--- src/rtl/mbx_pkg.sv ---
`timescale 1ns/1ps
package mbx_pkg;
    // Register byte offsets; software and the bench depend on these.
    localparam logic [5:0] OFS_ID_LO = 6'h00;
    localparam logic [5:0] OFS_ID_HI = 6'h04;
    localparam logic [5:0] OFS_BUSY  = 6'h08;
    localparam logic [5:0] OFS_RXCNT = 6'h0C;
    localparam logic [5:0] OFS_TXCNT = 6'h10;
    localparam logic [5:0] OFS_CTL   = 6'h14;
    localparam logic [5:0] OFS_INFO  = 6'h18;
    localparam logic [5:0] OFS_RXDAT = 6'h1C;
    localparam logic [5:0] OFS_TXDAT = 6'h20;

    // Control word bit positions.
    localparam int CTL_TXDONE = 0;
    localparam int CTL_RXDONE = 1;
    localparam int CTL_TEST   = 31;

    typedef enum logic [1:0] {TX_IDLE, TX_LOAD, TX_SEND} tx_state_e;
    typedef enum logic [1:0] {RX_IDLE, RX_RECV, RX_DROP} rx_state_e;
endpackage

--- src/rtl/mbx_tx_path.sv ---
`timescale 1ns/1ps
module mbx_tx_path import mbx_pkg::*; #(
    parameter int MAX_FRAME = 64,
    parameter int CNT_W     = 7,
    parameter int PTR_W     = 6
) (
    input  logic             clk,
    input  logic             rst_n,
    input  logic             cnt_wr,
    input  logic [31:0]      cnt_val,
    input  logic             dat_wr,
    input  logic [7:0]       dat_byte,
    output logic [CNT_W-1:0] cnt_out,
    output logic             busy,
    output logic             st_valid,
    output logic [7:0]       st_data,
    output logic             st_last
);
    typedef struct packed {
        tx_state_e        st;
        logic [CNT_W-1:0] cnt;
        logic [CNT_W-1:0] len;
        logic [CNT_W-1:0] wptr;
        logic [CNT_W-1:0] rptr;
    } tx_regs_t;

    tx_regs_t         d, q;
    logic [7:0]       mem [MAX_FRAME];
    logic             mem_we;
    logic [PTR_W-1:0] mem_wa;
    logic [CNT_W-1:0] clamp_cnt;
    logic [CNT_W-1:0] wptr_inc;
    logic             final_byte;

    assign clamp_cnt  = (cnt_val > 32'(MAX_FRAME)) ? CNT_W'(MAX_FRAME) : cnt_val[CNT_W-1:0];
    assign wptr_inc   = q.wptr + CNT_W'(1);
    assign final_byte = (q.st == TX_SEND) && (q.rptr == q.len - CNT_W'(1));

    always_comb begin
        d      = q;
        mem_we = 1'b0;
        mem_wa = q.wptr[PTR_W-1:0];
        case (q.st)
            TX_IDLE: begin
                if (cnt_wr && cnt_val != 32'd0) begin
                    d.cnt  = clamp_cnt;
                    d.len  = clamp_cnt;
                    d.wptr = '0;
                    d.st   = TX_LOAD;
                end
            end
            TX_LOAD: begin
                if (dat_wr) begin
                    mem_we = 1'b1;
                    d.wptr = wptr_inc;
                    if (wptr_inc == q.len) begin
                        d.cnt  = '0;
                        d.rptr = '0;
                        d.st   = TX_SEND;
                    end
                end
            end
            TX_SEND: begin
                d.rptr = q.rptr + CNT_W'(1);
                if (final_byte) d.st = TX_IDLE;
            end
            default: d.st = TX_IDLE;
        endcase
    end

    always_ff @(posedge clk) begin
        if (!rst_n) begin
            q <= '{st: TX_IDLE, default: '0};
        end else begin
            q <= d;
        end
    end

    always_ff @(posedge clk) begin
        if (mem_we) mem[mem_wa] <= dat_byte;
    end

    assign cnt_out  = q.cnt;
    assign busy     = (q.st != TX_IDLE);
    assign st_valid = (q.st == TX_SEND);
    assign st_data  = mem[q.rptr[PTR_W-1:0]];
    assign st_last  = final_byte;

    // the programmed count never exceeds the frame limit
    a_r4_count_bound: assert property (@(posedge clk) disable iff (!rst_n)
        q.cnt <= CNT_W'(MAX_FRAME));
    // a data write with no frame loading leaves the engine idle
    a_r5_idle_data_ignored: assert property (@(posedge clk) disable iff (!rst_n)
        (q.st == TX_IDLE && dat_wr && !cnt_wr) |=> (q.st == TX_IDLE));
endmodule

--- src/rtl/mbx_rx_path.sv ---
`timescale 1ns/1ps
module mbx_rx_path import mbx_pkg::*; #(
    parameter int MAX_FRAME = 64,
    parameter int CNT_W     = 7,
    parameter int PTR_W     = 6,
    parameter int DROP_W    = 16
) (
    input  logic              clk,
    input  logic              rst_n,
    input  logic              in_valid,
    input  logic [7:0]        in_data,
    input  logic              in_last,
    input  logic              locked,
    input  logic              pop,
    output logic [CNT_W-1:0]  cnt_out,
    output logic [7:0]        pop_byte,
    output logic              busy,
    output logic              frame_done,
    output logic [DROP_W-1:0] drop_cnt
);
    typedef struct packed {
        rx_state_e         st;
        logic [CNT_W-1:0]  cnt;
        logic [CNT_W-1:0]  wptr;
        logic [CNT_W-1:0]  rptr;
        logic [DROP_W-1:0] drop;
    } rx_regs_t;

    rx_regs_t         d, q;
    logic [7:0]       mem [MAX_FRAME];
    logic             mem_we;
    logic [PTR_W-1:0] mem_wa;
    logic             room;
    logic             done_c;

    assign room = (q.wptr < CNT_W'(MAX_FRAME));

    always_comb begin
        d      = q;
        mem_we = 1'b0;
        mem_wa = q.wptr[PTR_W-1:0];
        done_c = 1'b0;
        if (pop && q.cnt != '0) begin
            d.cnt  = q.cnt - CNT_W'(1);
            d.rptr = q.rptr + CNT_W'(1);
        end
        case (q.st)
            RX_IDLE: begin
                if (in_valid) begin
                    if (locked) begin
                        d.drop = q.drop + DROP_W'(1);
                        if (!in_last) d.st = RX_DROP;
                    end else begin
                        mem_we = 1'b1;
                        mem_wa = '0;
                        d.wptr = CNT_W'(1);
                        d.rptr = '0;
                        d.cnt  = '0;
                        if (in_last) begin
                            d.cnt  = CNT_W'(1);
                            done_c = 1'b1;
                        end else begin
                            d.st = RX_RECV;
                        end
                    end
                end
            end
            RX_RECV: begin
                if (in_valid) begin
                    if (room) begin
                        mem_we = 1'b1;
                        d.wptr = q.wptr + CNT_W'(1);
                    end
                    if (in_last) begin
                        d.cnt  = d.wptr;
                        d.rptr = '0;
                        done_c = 1'b1;
                        d.st   = RX_IDLE;
                    end
                end
            end
            RX_DROP: begin
                if (in_valid && in_last) d.st = RX_IDLE;
            end
            default: d.st = RX_IDLE;
        endcase
    end

    always_ff @(posedge clk) begin
        if (!rst_n) begin
            q <= '{st: RX_IDLE, default: '0};
        end else begin
            q <= d;
        end
    end

    always_ff @(posedge clk) begin
        if (mem_we) mem[mem_wa] <= in_data;
    end

    assign cnt_out    = q.cnt;
    assign pop_byte   = (q.cnt != '0) ? mem[q.rptr[PTR_W-1:0]] : 8'h00;
    assign busy       = (q.st == RX_RECV);
    assign frame_done = done_c;
    assign drop_cnt   = q.drop;

    // a pop with data pending lowers the count by one
    a_r7_pop_decrements: assert property (@(posedge clk) disable iff (!rst_n)
        (pop && q.cnt != '0 && !in_valid) |=> (q.cnt == $past(q.cnt) - CNT_W'(1)));
    // a frame start under lockout bumps the drop counter
    a_r8_drop_counts: assert property (@(posedge clk) disable iff (!rst_n)
        (q.st == RX_IDLE && in_valid && locked) |=> (q.drop == $past(q.drop) + DROP_W'(1)));
    // lockout without pops keeps the held count
    a_r8_locked_holds: assert property (@(posedge clk) disable iff (!rst_n)
        (locked && !pop) |=> $stable(q.cnt));
endmodule

--- src/rtl/mbx_irq_ctrl.sv ---
`timescale 1ns/1ps
module mbx_irq_ctrl import mbx_pkg::*; (
    input  logic        clk,
    input  logic        rst_n,
    input  logic        ctl_wr,
    input  logic [31:0] ctl_wdata,
    input  logic        ctl_rd,
    input  logic        tx_done_set,
    input  logic        rx_done_set,
    output logic [31:0] ctl_value,
    output logic        rx_locked,
    output logic        irq
);
    typedef struct packed {
        logic txdone;
        logic rxdone;
        logic test_flag;
        logic test_irq;
    } irq_regs_t;

    irq_regs_t d, q;
    logic      clr_tx, clr_rx, raise_test, zero_wr;

    assign clr_tx     = ctl_wr && ctl_wdata[CTL_TXDONE];
    assign clr_rx     = ctl_wr && ctl_wdata[CTL_RXDONE];
    assign raise_test = ctl_wr && ctl_wdata[CTL_TEST];
    assign zero_wr    = ctl_wr && (ctl_wdata == 32'd0);

    always_comb begin
        d        = q;
        d.txdone = (q.txdone && !clr_tx) || tx_done_set;
        d.rxdone = (q.rxdone && !clr_rx) || rx_done_set;
        if (raise_test)  d.test_flag = 1'b1;
        else if (ctl_rd) d.test_flag = 1'b0;
        if (raise_test)   d.test_irq = 1'b1;
        else if (zero_wr) d.test_irq = 1'b0;
    end

    always_ff @(posedge clk) begin
        if (!rst_n) q <= '0;
        else        q <= d;
    end

    always_comb begin
        ctl_value             = 32'd0;
        ctl_value[CTL_TXDONE] = q.txdone;
        ctl_value[CTL_RXDONE] = q.rxdone;
        ctl_value[CTL_TEST]   = q.test_flag;
    end

    assign rx_locked = q.rxdone;
    assign irq       = q.txdone | q.rxdone | q.test_irq;

    // writing 1 to the receive flag clears it unless a new frame lands
    a_r9_rx_clear: assert property (@(posedge clk) disable iff (!rst_n)
        (clr_rx && !rx_done_set) |=> !q.rxdone);
    // a plain read clears the visible test flag
    a_r10_read_clears_test: assert property (@(posedge clk) disable iff (!rst_n)
        (ctl_rd && !ctl_wr) |=> !q.test_flag);
    // the pending test interrupt survives reads
    a_r10_irq_survives_read: assert property (@(posedge clk) disable iff (!rst_n)
        (q.test_irq && !ctl_wr) |=> q.test_irq);
endmodule

--- src/rtl/pkt_mailbox.sv ---
`timescale 1ns/1ps
module pkt_mailbox import mbx_pkg::*; #(
    parameter int          MAX_FRAME = 64,
    parameter int          DROP_W    = 16,
    parameter logic [63:0] ID_VALUE  = 64'h4D42_5850_0000_0001,
    parameter int          IRQ_LINE  = 3
) (
    input  logic              clk,
    input  logic              rst_n,
    input  logic              bus_wr,
    input  logic              bus_rd,
    input  logic [5:0]        bus_addr,
    input  logic [31:0]       bus_wdata,
    output logic [31:0]       bus_rdata,
    output logic              irq,
    output logic              tx_valid,
    output logic [7:0]        tx_data,
    output logic              tx_last,
    input  logic              rx_valid,
    input  logic [7:0]        rx_data,
    input  logic              rx_last,
    output logic [DROP_W-1:0] rx_drop_count
);
    localparam int CNT_W = $clog2(MAX_FRAME + 1);
    localparam int PTR_W = (MAX_FRAME > 1) ? $clog2(MAX_FRAME) : 1;

    typedef struct packed {
        logic [31:0] rdata;
    } top_regs_t;

    top_regs_t        d, q;
    logic [CNT_W-1:0] tx_cnt, rx_cnt;
    logic             tx_busy, rx_busy, busy;
    logic             rx_done, rx_locked;
    logic [7:0]       pop_byte;
    logic [31:0]      ctl_value;
    logic             wr_txcnt, wr_txdat, wr_ctl, rd_ctl, rd_rxdat;

    assign wr_txcnt = bus_wr && (bus_addr == OFS_TXCNT);
    assign wr_txdat = bus_wr && (bus_addr == OFS_TXDAT);
    assign wr_ctl   = bus_wr && (bus_addr == OFS_CTL);
    assign rd_ctl   = bus_rd && (bus_addr == OFS_CTL);
    assign rd_rxdat = bus_rd && (bus_addr == OFS_RXDAT);
    assign busy     = tx_busy | rx_busy;

    mbx_tx_path #(.MAX_FRAME(MAX_FRAME), .CNT_W(CNT_W), .PTR_W(PTR_W)) u_tx (
        .clk(clk), .rst_n(rst_n),
        .cnt_wr(wr_txcnt), .cnt_val(bus_wdata),
        .dat_wr(wr_txdat), .dat_byte(bus_wdata[7:0]),
        .cnt_out(tx_cnt), .busy(tx_busy),
        .st_valid(tx_valid), .st_data(tx_data), .st_last(tx_last)
    );

    mbx_rx_path #(.MAX_FRAME(MAX_FRAME), .CNT_W(CNT_W), .PTR_W(PTR_W), .DROP_W(DROP_W)) u_rx (
        .clk(clk), .rst_n(rst_n),
        .in_valid(rx_valid), .in_data(rx_data), .in_last(rx_last),
        .locked(rx_locked), .pop(rd_rxdat),
        .cnt_out(rx_cnt), .pop_byte(pop_byte), .busy(rx_busy),
        .frame_done(rx_done), .drop_cnt(rx_drop_count)
    );

    mbx_irq_ctrl u_irq (
        .clk(clk), .rst_n(rst_n),
        .ctl_wr(wr_ctl), .ctl_wdata(bus_wdata), .ctl_rd(rd_ctl),
        .tx_done_set(tx_valid && tx_last), .rx_done_set(rx_done),
        .ctl_value(ctl_value), .rx_locked(rx_locked), .irq(irq)
    );

    always_comb begin
        d = q;
        if (bus_rd) begin
            case (bus_addr)
                OFS_ID_LO: d.rdata = ID_VALUE[31:0];
                OFS_ID_HI: d.rdata = ID_VALUE[63:32];
                OFS_BUSY:  d.rdata = {31'd0, busy};
                OFS_RXCNT: d.rdata = 32'(rx_cnt);
                OFS_TXCNT: d.rdata = 32'(tx_cnt);
                OFS_CTL:   d.rdata = ctl_value;
                OFS_INFO:  d.rdata = 32'(IRQ_LINE);
                OFS_RXDAT: d.rdata = {24'd0, pop_byte};
                default:   d.rdata = 32'd0;
            endcase
        end
    end

    always_ff @(posedge clk) begin
        if (!rst_n) q <= '0;
        else        q <= d;
    end

    assign bus_rdata = q.rdata;

    // the transmit-done flag is up the cycle after the final byte
    a_r6_done_follows_last: assert property (@(posedge clk) disable iff (!rst_n)
        (tx_valid && tx_last) |=> ctl_value[CTL_TXDONE]);
    // the count register is already clear while the frame streams out
    a_r3_count_cleared_on_send: assert property (@(posedge clk) disable iff (!rst_n)
        tx_valid |-> (tx_cnt == '0));
endmodule

--- config.mk ---
export PLATFORM = sky130hd
export DESIGN_NAME = pkt_mailbox
export DESIGN_NICKNAME = d
export VERILOG_FILES = /design/src/rtl/mbx_pkg.sv /design/src/rtl/mbx_tx_path.sv /design/src/rtl/mbx_rx_path.sv /design/src/rtl/mbx_irq_ctrl.sv /design/src/rtl/pkt_mailbox.sv
export SDC_FILE = /design/constraint.sdc
export NUM_CORES = 1
export LEC_CHECK = 0
export BUFFER_PORTS_ARGS = -buffer_cell sky130_fd_sc_hd__buf_2
export CAP_MARGIN = 20
export CORE_MARGIN = 4
export CORE_UTILIZATION = 50
export DETAILED_ROUTE_END_ITERATION = 8
export PLACE_DENSITY_LB_ADDON = 0.08
export SETUP_SLACK_MARGIN = 0.5
export SYNTH_ARGS = -nofsm -noshare
export SYNTH_HDL_FRONTEND = slang
export SYNTH_SLANG_ARGS = --single-unit
--- constraint.sdc ---
create_clock -name clk -period 3.7 [get_ports clk]
set_input_delay 0.74 -clock clk [delete_from_list [all_inputs] [get_ports clk]]
set_output_delay 0.74 -clock clk [all_outputs]
set_load 0.01 [all_outputs]
==> flow_metrics.env, run 1 <==
export IMPL_synth_top_family_by_area="multiplexers"
export IMPL_final_cells=3879
export IMPL_ir_worst_vdd_mv=0.441
export IMPL_violations="setup timing"
export IMPL_core_rowCount=109
export IMPL_hold_buffers=0
export IMPL_initial_utilization_pct=50.5
export IMPL_ys_seq_area_share_pct=72.9
export IMPL_routedWlPerCell_um=27.6
export IMPL_rsz0062_at_grt="true"
export IMPL_critPathMaxFanout=8
export IMPL_antenna_found_initial=3
export IMPL_final_area_um2=51600
export IMPL_async_flop_share_pct=0
export IMPL_grt_overflow_total=0
export IMPL_synthCells=2356
export IMPL_syn_avg_cell_area_um2=18.9
export IMPL_synthMuxAreaShare_pct=15.4
export IMPL_power_leakage_uw=0.0163
export IMPL_synth_top_area_cell="edfxtp_1"
export IMPL_ios=111
export IMPL_critPathLaunchType="flip-flop"
export IMPL_worstPathRequired_ns=2.96
export IMPL_port_buffer_count=96
export IMPL_tns_ns=-1.73
export IMPL_layout_nets=2680
export IMPL_cp_data_arrival_time_ns=3.21
export IMPL_synth_fa_ha_area_share_pct=0.309
export IMPL_synth_xor_area_share_pct=0.954
export IMPL_htreeDepth=3
export IMPL_report_final_slew_viol_count=0
export IMPL_grt_max_degree=68
export IMPL_hpwl_um=66100
export IMPL_synthSimpleGateAreaFrac_pct=5.00
export IMPL_track_usage_pct=22.9
export IMPL_layout_drive_gt1_share_pct=29.3
export IMPL_core_region_area_um2=88400
export IMPL_placed_cells=3639
export IMPL_cts_sinks=1112
export IMPL_fmax_mhz=253
export IMPL_status="complete, but fails checks"
export IMPL_fin_ws_ns=-0.251
export IMPL_gp_routability_congestion=0.803
export IMPL_synth_compound_area_share_pct=3.34
export IMPL_via_per_inst=5.97
export IMPL_routed_wl_um=107000
export IMPL_synthesis_area_um2=44600
export IMPL_synth_warnings=0
export IMPL_synthTopCellsByArea="edfxtp_1 69%, mux4_2 15%, dfxtp_1 3.9%"
export IMPL_hold_viol=0
export IMPL_cts_buffers=115
export IMPL_finalSetupViolations=8
export IMPL_syn_to_final_growth_pct=15.8
export IMPL_final_common_cell="edfxtp_1"
export IMPL_fin_skew_ns=0.0229
export IMPL_synth_top_flop_cell="edfxtp_1"
export IMPL_clock_latency_ns=0.68
export IMPL_die_area_um2=94000
export IMPL_pre_cts_slack_ns=0.364
export IMPL_postRouteAntennaNets=0
export IMPL_cts_buffer_depth=3
export IMPL_grt_pass1_vias=23665
export IMPL_vias=23164
export IMPL_first_pass_iters=5
export IMPL_hold_class="primary input to flip-flop"
export IMPL_period_minus_slack_ns=3.95
export IMPL_remaining_drc_errors=0
export IMPL_max_cap_violations=0
export IMPL_synth_edf_count=1024
export IMPL_cts_clk_slew_worst_paths_ns=0.06
export IMPL_tritoncts="done"
export IMPL_drtIter0Drc=1897
export IMPL_totalPowerFinal_uw=25400
export IMPL_mostFrequentLayoutCells="1024 x edfxtp_1, 296 x mux4_2, 197 x nor2_1"
export IMPL_p_per_area_nw_per_um2=493
export IMPL_ys_seq_elements=1112
export IMPL_synth_top_area_share_pct=68.9
export IMPL_worst_pin_slew_ns=0.862
export IMPL_slew_headroom_pct=42.5
export IMPL_grt_pass1_wl_um=159000
export IMPL_critical_path_class="flip-flop to primary output"
export IMPL_cts_root_buffer="clkbuf_16"
export IMPL_num_fill_cells=6607
export IMPL_fp_dieW_um=307
export IMPL_endpoint_kind="primary output"
export IMPL_die_y_um=307
export IMPL_multi_input_area_um2=11300
export IMPL_place_area_um2=47300
export IMPL_synth_cell_types=69
export IMPL_min_period_over_period_pct=107
export IMPL_seqCellArea_um2=32500
stage by stage:
stage / hold WS [ns] / util [%]
after floorplan: 0.437 / -
after global placement: 0.444 / 53.5
after detailed placement: 0.457 / 53.5
after CTS: 0.311 / 58.2
after global routing: 0.357 / 58.4
final: 0.359 / 58.4
logic make-up after synthesis:
| kind of cell | count (synthesis) |
|---|---|
| compound gates | 212 |
| xor+xnor | 47 |
| fa+ha+maj | 11 |
| buf+inv | 192 |
| flops | 1112 |
| mux | 316 |
| other cells | 1 |
| simple gates | 465 |
sequential cells by signal, indices dropped and copies added (netlist names), 2 cells and up, named ones only:
name,cells
u_tx.cnt_out,7
u_rx.q,15
u_tx.q,17
u_tx.mem,512
u_rx.drop_cnt,16
u_irq.ctl_value,2
u_tx.mem_wa,6
u_rx.mem,512
u_rx.cnt_out,7
bus_rdata,10
worst paths after layout:
kind,to,slack (ns),cells past startpoint,startpoint
min,u_irq.rx_locked,0.36,3,rx_last
max,tx_data[6],-0.25,7,flip-flop
max reg2reg,flip-flop,0.76,7,u_tx.mem_wa[2]
min reg2reg,u_irq.ctl_value[31],0.47,2,u_irq.ctl_value[31]
where the power goes:
part	switching, uW	internal [uW]	leakage, uW
clock	4660	6600	0.00183
sequential	16.2	13700	0.00992
combinational	340	90.8	0.00455
total	5020	20400	0.0163
timing repair:
action	4_1_cts	5_1_grt
setup endpoints to repair	9	9
gates cloned	7	3
pin swaps	1	3
buffers inserted	9	5
resized for setup	28	11
layout make-up:
| type | instances | share of cell area (%) |
|---|---|---|
| flip-flops and latches | 1112 | 63.0 |
| multi-input cells | 1065 | 21.8 |
| clock buffers | 149 | 6.03 |
| repair buffers | 306 | 5.02 |
| well taps | 1165 | 2.82 |
| clock inverters | 64 | 1.15 |
| inverters | 17 | 0.124 |
| diodes | 1 | 0.00485 |
synthesized netlist by cell type (all sizes together) (11+ instances only):
master  count
xor2       24
clkbuf     87
xnor2      22
edfxtp   1024
mux2i      18
dfxtp      88
mux4      296
nor4       14
inv        15
nor2b      15
nand4      16
o21ai      14
nand3      31
buf        88
ha         11
nand3b     11
and3       13
nor3       31
a22oi      68
nand2      76
or3        13
nor2      198
a21oi      66
and2       16
per-layer routing:
layer	GRT usage, %	up-vias	wire length (um)
met1	31.4	12203	44000
li1	-	10074	-
met5	0	-	0
met2	39.1	716	55300
met3	3.26	171	5020
met4	6.07	0	2900
critical path: stages, from the launching register on:
cell and delay [ns]:
dfxtp_4 0.38, buf_12 0.17, buf_12 0.13, clkbuf_16 0.14, mux4_2 0.48, mux4_2 0.53
mux4_2 0.53, buf_6 0.15
(Power assumes the default switching activity.)
==> inputs of run 2 (changes only) <==
Settings changed: CORE_UTILIZATION 50 to 55, CTS_BUF_LIST set to sky130_fd_sc_hd__clkbuf_16.
==> run 2 against run 1 <==
Effect of this change:
- the flow still finishes with violations (setup timing)
- clock power is 5% lower
- cell area is 0.91% lower
- hold slack hardly changed
- wire length is 2.5% lower
- die area is 8.9% lower
- first-iteration DRC count is 18% higher
- worst setup slack better by 0.029 ns
- utilization is 5.2 points higher
- flip-flop and latch count stayed put
==> flow_metrics.env, run 2 (synthesized netlist as in run 1, its figures left out) <==
export IMPL_status="complete, but fails checks"
export IMPL_violations="setup timing"
export IMPL_finalSetupViolations=8
export IMPL_hold_class="primary input to flip-flop"
export IMPL_cp_data_arrival_time_ns=3.18
export IMPL_period_minus_slack_ns=3.92
export IMPL_cts_sinks=1112
export IMPL_grt_pass1_wl_um=156000
export IMPL_final_common_cell="edfxtp_1"
export IMPL_grt_max_degree=68
export IMPL_layout_drive_gt1_share_pct=28.9
export IMPL_htreeDepth=3
export IMPL_die_area_um2=85700
export IMPL_fin_skew_ns=0.0287
export IMPL_p_per_area_nw_per_um2=486
export IMPL_cts_buffers=110
export IMPL_max_cap_violations=0
export IMPL_port_buffer_count=96
export IMPL_final_cells=3762
export IMPL_fp_dieW_um=293
export IMPL_endpoint_kind="primary output"
export IMPL_clock_latency_ns=0.67
export IMPL_whs_ns=0.359
export IMPL_critical_path_class="flip-flop to primary output"
export IMPL_via_per_inst=6.17
export IMPL_hpwl_um=66000
export IMPL_core_rowCount=104
export IMPL_hold_viol=0
export IMPL_fin_ws_ns=-0.222
export IMPL_routed_wl_um=104000
export IMPL_grt_overflow_total=0
export IMPL_post_route_util_pct=63.6
export IMPL_vias=23201
export IMPL_remaining_drc_errors=0
export IMPL_worst_pin_slew_ns=1.00
export IMPL_fmax_mhz=255
export IMPL_ir_worst_vdd_mv=0.419
export IMPL_syn_to_final_growth_pct=14.7
export IMPL_cts_root_buffer="clkbuf_16"
export IMPL_routedWlPerCell_um=27.8
export IMPL_ios=111
export IMPL_track_usage_pct=24.5
export IMPL_insertedDiodeCount=0
export IMPL_tritoncts="done"
export IMPL_core_region_area_um2=80400
export IMPL_antenna_found_initial=1
export IMPL_postRouteAntennaNets=0
export IMPL_critPathMaxFanout=7
export IMPL_cts_buffer_depth=3
export IMPL_top_regs="u_rx.mem: 512 flops, u_tx.mem: 512 flops, u_tx.q: 17 flops"
export IMPL_layout_nets=2673
export IMPL_mostFrequentLayoutCells="1024 x edfxtp_1, 296 x mux4_2, 197 x nor2_1"
export IMPL_critPathLaunchType="flip-flop"
export IMPL_worstPathRequired_ns=2.96
export IMPL_initial_utilization_pct=55.5
export IMPL_power_leakage_uw=0.0163
export IMPL_min_period_over_period_pct=106
export IMPL_slew_headroom_pct=33.3
export IMPL_die_y_um=293
export IMPL_cts_clk_slew_worst_paths_ns=0.06
export IMPL_grt_pass1_vias=23567
export IMPL_report_final_slew_viol_count=0
export IMPL_drtIter0Drc=2239
export IMPL_first_pass_iters=8
export IMPL_placed_cells=3538
export IMPL_rsz0062_at_grt="true"
export IMPL_gp_routability_congestion=0.867
## run 2: cell types whose count changed in the layout (fill, tap and decap cells not counted), moves of 3 or more
cell      change
clkbuf_8      -6
clkbuf_1     -24
clkinv_2      +3
inv_1        +30
clkinv_1      -4
buf_16        -4
## run 2: routing by layer
metal  vias to the layer above  GRT usage, %  wire (um)
met4                         2          6.01       2240
li1                      10051             -          -
met3                       157          2.99       6080
met1                     12147          34.8      42700
met5                         -             0         13
met2                       844          41.2      53400
## run 2: final cells by class
cell class | count | area [um2]
fill | 5562 | 29200
sequential | 1112 | 32500
clock buffer | 115 | 2880
tap | 1060 | 1330
multi-input combinational | 1065 | 11200
timing repair buffer | 304 | 2500
inverter | 17 | 63.8
clock inverter | 89 | 621
## run 2: path summary, 6_finish.rpt
kind / startpoint / end / slack, ns / depth (start not counted)
worst max-delay path: flip-flop / tx_data[7] / -0.22 / 6
worst min-delay path: rx_last / u_irq.rx_locked / 0.36 / 3
worst max register to register: u_rx.q[16] / bus_rdata[5] / 0.85 / 8
worst min register to register: u_irq.ctl_value[31] / u_irq.ctl_value[31] / 0.47 / 2
## run 2: timing repair
action	4_1_cts	5_1_grt
resized for setup	15	16
cloned	2	4
hold buffers	0	0
pin swaps	1	2
endpoints found under the setup margin	9	9
buffers inserted	5	4
## run 2: power by group
part,internal (uW),switching [uW]
registers,13700,16.2
clock network,6140,4560
logic,95.6,334
total,20000,4910
## run 2: critical path, stage by stage, from the launching register on
cell and delay (ns):
dfxtp_4 0.42, buf_12 0.18, clkbuf_16 0.17, mux4_2 0.50, mux4_2 0.59, mux4_2 0.50
buf_6 0.14
## run 2: stage by stage
| step | worst slack, ns | instance area [um2] | TNS, ns | power [uW] |
|---|---|---|---|---|
| floorplan | 0.578 | 44700 | 0 | 14100 |
| global placement | 0.269 | 47200 | 0 | 14400 |
| detailed placement | 0.243 | 47200 | 0 | 14400 |
| CTS | -0.248 | 50900 | -1.87 | 25000 |
| global route | -0.289 | 51200 | -2.21 | 25700 |
| finish | -0.222 | 51200 | -1.60 | 24900 |
==> inputs of run 3 (changes only) <==
Settings changed: CORE_UTILIZATION 55 to 62.
==> run 3 against run 2 <==
Effect of this change:
- the flow still finishes with violations (setup timing)
- clock skew decreased by 0.0064 ns
- flip-flop and latch count unchanged
- clock power about the same
- cell area decreased by 0.75%
- sequential share of layout area increased by 0.48 points
- die area decreased by 11%
- combinational power about the same
- sequential power about the same
- critical path type unchanged
- critical endpoint is now tx_data[1]
- largest power group unchanged
- highest routed layer is now met4
==> flow_metrics.env, run 3 (synthesized netlist as in run 1, its figures left out) <==
export IMPL_status="complete, but fails checks"
export IMPL_violations="setup timing"
export IMPL_p_per_area_nw_per_um2=483
export IMPL_hold_buffers=0
export IMPL_slowest_stage="mux4_2"
export IMPL_hold_viol=0
export IMPL_critical_path_class="flip-flop to primary output"
export IMPL_layout_drive_gt1_share_pct=28.5
export IMPL_grt_pass1_wl_um=156000
export IMPL_place_area_um2=47000
export IMPL_layout_nets=2660
export IMPL_post_route_util_pct=71.2
export IMPL_worstPathRequired_ns=2.96
export IMPL_cts_clk_slew_worst_paths_ns=0.06
export IMPL_initial_utilization_pct=62.5
export IMPL_multi_input_area_um2=11300
export IMPL_critPathBufInv=3
export IMPL_final_common_cell="edfxtp_1"
export IMPL_pwr_share_comb_pct=1.7
export IMPL_fmax_mhz=253
export IMPL_mostFrequentLayoutCells="1024 x edfxtp_1, 296 x mux4_2, 197 x nor2_1"
export IMPL_worst_pin_slew_ns=1.07
export IMPL_track_usage_pct=27.5
export IMPL_min_period_over_period_pct=107
export IMPL_critPathLaunchType="flip-flop"
export IMPL_seqCellArea_um2=32500
export IMPL_cts_root_buffer="clkbuf_16"
export IMPL_cp_cell_sequence="buf_12 -> clkbuf_16 -> mux4_2 -> mux4_2 -> mux4_2 -> buf_6"
export IMPL_postRouteAntennaNets=0
export IMPL_clock_latency_ns=0.68
export IMPL_ff2ff_setup_slack_ns=0.79
export IMPL_core_rowCount=98
export IMPL_endpoint_kind="primary output"
export IMPL_top_regs="u_rx.mem: 512 flops, u_tx.mem: 512 flops, u_tx.q: 17 flops"
export IMPL_slew_headroom_pct=29.0
export IMPL_seqPwrFrac_pct=56.0
export IMPL_crit_top_cell="mux4_2"
export IMPL_pwr_share_clk_pct=42.3
export IMPL_core_region_area_um2=71400
export IMPL_p_switching_uw=4910
export IMPL_routed_wl_um=105000
export IMPL_fp_dieW_um=276
export IMPL_worstHoldEndpoint="u_irq.rx_locked"
export IMPL_p_sw_share_pct=20.0
export IMPL_cts_buffers=107
export IMPL_period_minus_slack_ns=3.95
export IMPL_cp_data_arrival_time_ns=3.21
export IMPL_cts_buffer_depth=3
export IMPL_remaining_drc_errors=0
export IMPL_fin_skew_ns=0.0223
export IMPL_fin_ws_ns=-0.250
export IMPL_tritoncts="done"
export IMPL_htreeDepth=3
export IMPL_grt_overflow_total=0
export IMPL_hpwl_um=65200
export IMPL_ir_worst_vdd_mv=0.636
export IMPL_worst_r2r_cell_count=8
export IMPL_hold_class="primary input to flip-flop"
export IMPL_p_int_uw=19600
export IMPL_grt_pass1_vias=23962
export IMPL_crit_family="multiplexers"
export IMPL_via_per_inst=6.48
export IMPL_syn_to_final_growth_pct=13.9
export IMPL_cpPeakStageDelay_ns=0.54
export IMPL_drtIter0Drc=2850
export IMPL_max_cap_violations=0
export IMPL_die_area_um2=76300
export IMPL_hold_path_depth=3
export IMPL_vias=23538
export IMPL_gp_routability_congestion=0.931
export IMPL_antenna_found_initial=0
export IMPL_timing_rr_start="u_tx.mem_wa[0]"
export IMPL_grt_max_degree=68
export IMPL_die_y_um=276
export IMPL_rsz0062_at_grt="true"
export IMPL_report_final_slew_viol_count=0
export IMPL_num_fill_cells=4376
export IMPL_first_pass_iters=6
export IMPL_finalSetupViolations=8
export IMPL_cts_sinks=1112
export IMPL_port_buffer_count=96
export IMPL_routedWlPerCell_um=28.8
export IMPL_ios=111
export IMPL_power_leakage_uw=0.0161
export IMPL_insertedDiodeCount=0
export IMPL_hold_start="rx_last"
export IMPL_final_area_um2=50800
export IMPL_critPathMaxFanout=13
run 3: layout make-up:
cell class	count	area share (%)
timing repair buffer	294	4.72
sequential	1112	64.1
clock inverter	89	1.33
multi-input combinational	1065	22.2
clock buffer	107	5.27
inverter	17	0.126
tap	950	2.34
run 3: worst register-to-register path: stages (launching register included):
cell,delay [ns]
dfxtp_1,0.63
ha_1,0.40
and3_1,0.26
and3_1,0.19
o2111ai_2,0.17
a2111oi_4,0.39
buf_4,0.22
and2_1,0.37
o2bb2ai_1,0.20
run 3: stage by stage:
stage / setup TNS (ns) / hold WS, ns / setup slack (ns) / cells / total power [uW]
after floorplan: 0 / 0.437 / 0.578 / 2369 / 14100
after global placement: 0 / 0.442 / 0.334 / 3419 / 14400
after detailed placement: 0 / 0.462 / 0.273 / 3422 / 14400
after CTS: -2.05 / 0.322 / -0.285 / 3624 / 24700
after global routing: -2.18 / 0.381 / -0.294 / 3634 / 25300
final: -1.72 / 0.364 / -0.250 / 3634 / 24500
run 3: per-layer routing:
metal  track usage (%)  up-vias  share of wire [%]
met4              10.6        0                4.2
met3              3.36      215                6.3
met2              46.2     1084                 51
met5                 0        -                  0
li1                  -    10018                  -
met1              37.6    12221                 38
run 3: how the worst max path moves through the flow:
stage | endpoint | slack [ns] | depth (start not counted)
detailed placement | tx_data[0] | 0.27 | 5
finish | tx_data[1] | -0.25 | 6
global placement | tx_data[0] | 0.33 | 5
CTS | tx_data[0] | -0.29 | 6
floorplan | u_tx.mem[0][0] | 0.58 | 6
global route | tx_data[1] | -0.29 | 6
run 3: what timing repair did:
item | 4_1_cts | 5_1_grt
gates resized for setup | 18 | 10
setup buffers | 3 | 5
cloned | 3 | 3
endpoints found under the setup margin | 9 | 9
pin swaps | 1 | 2
run 3: power groups by stage:
stage | clock [uW] | combinational, uW | sequential, uW
detailed placement | 0 | 419 | 14000
floorplan | 0 | 138 | 14000
finish | 10400 | 429 | 13700
CTS | 10500 | 419 | 13700
global placement | 0 | 392 | 14000
global route | 11100 | 463 | 13700
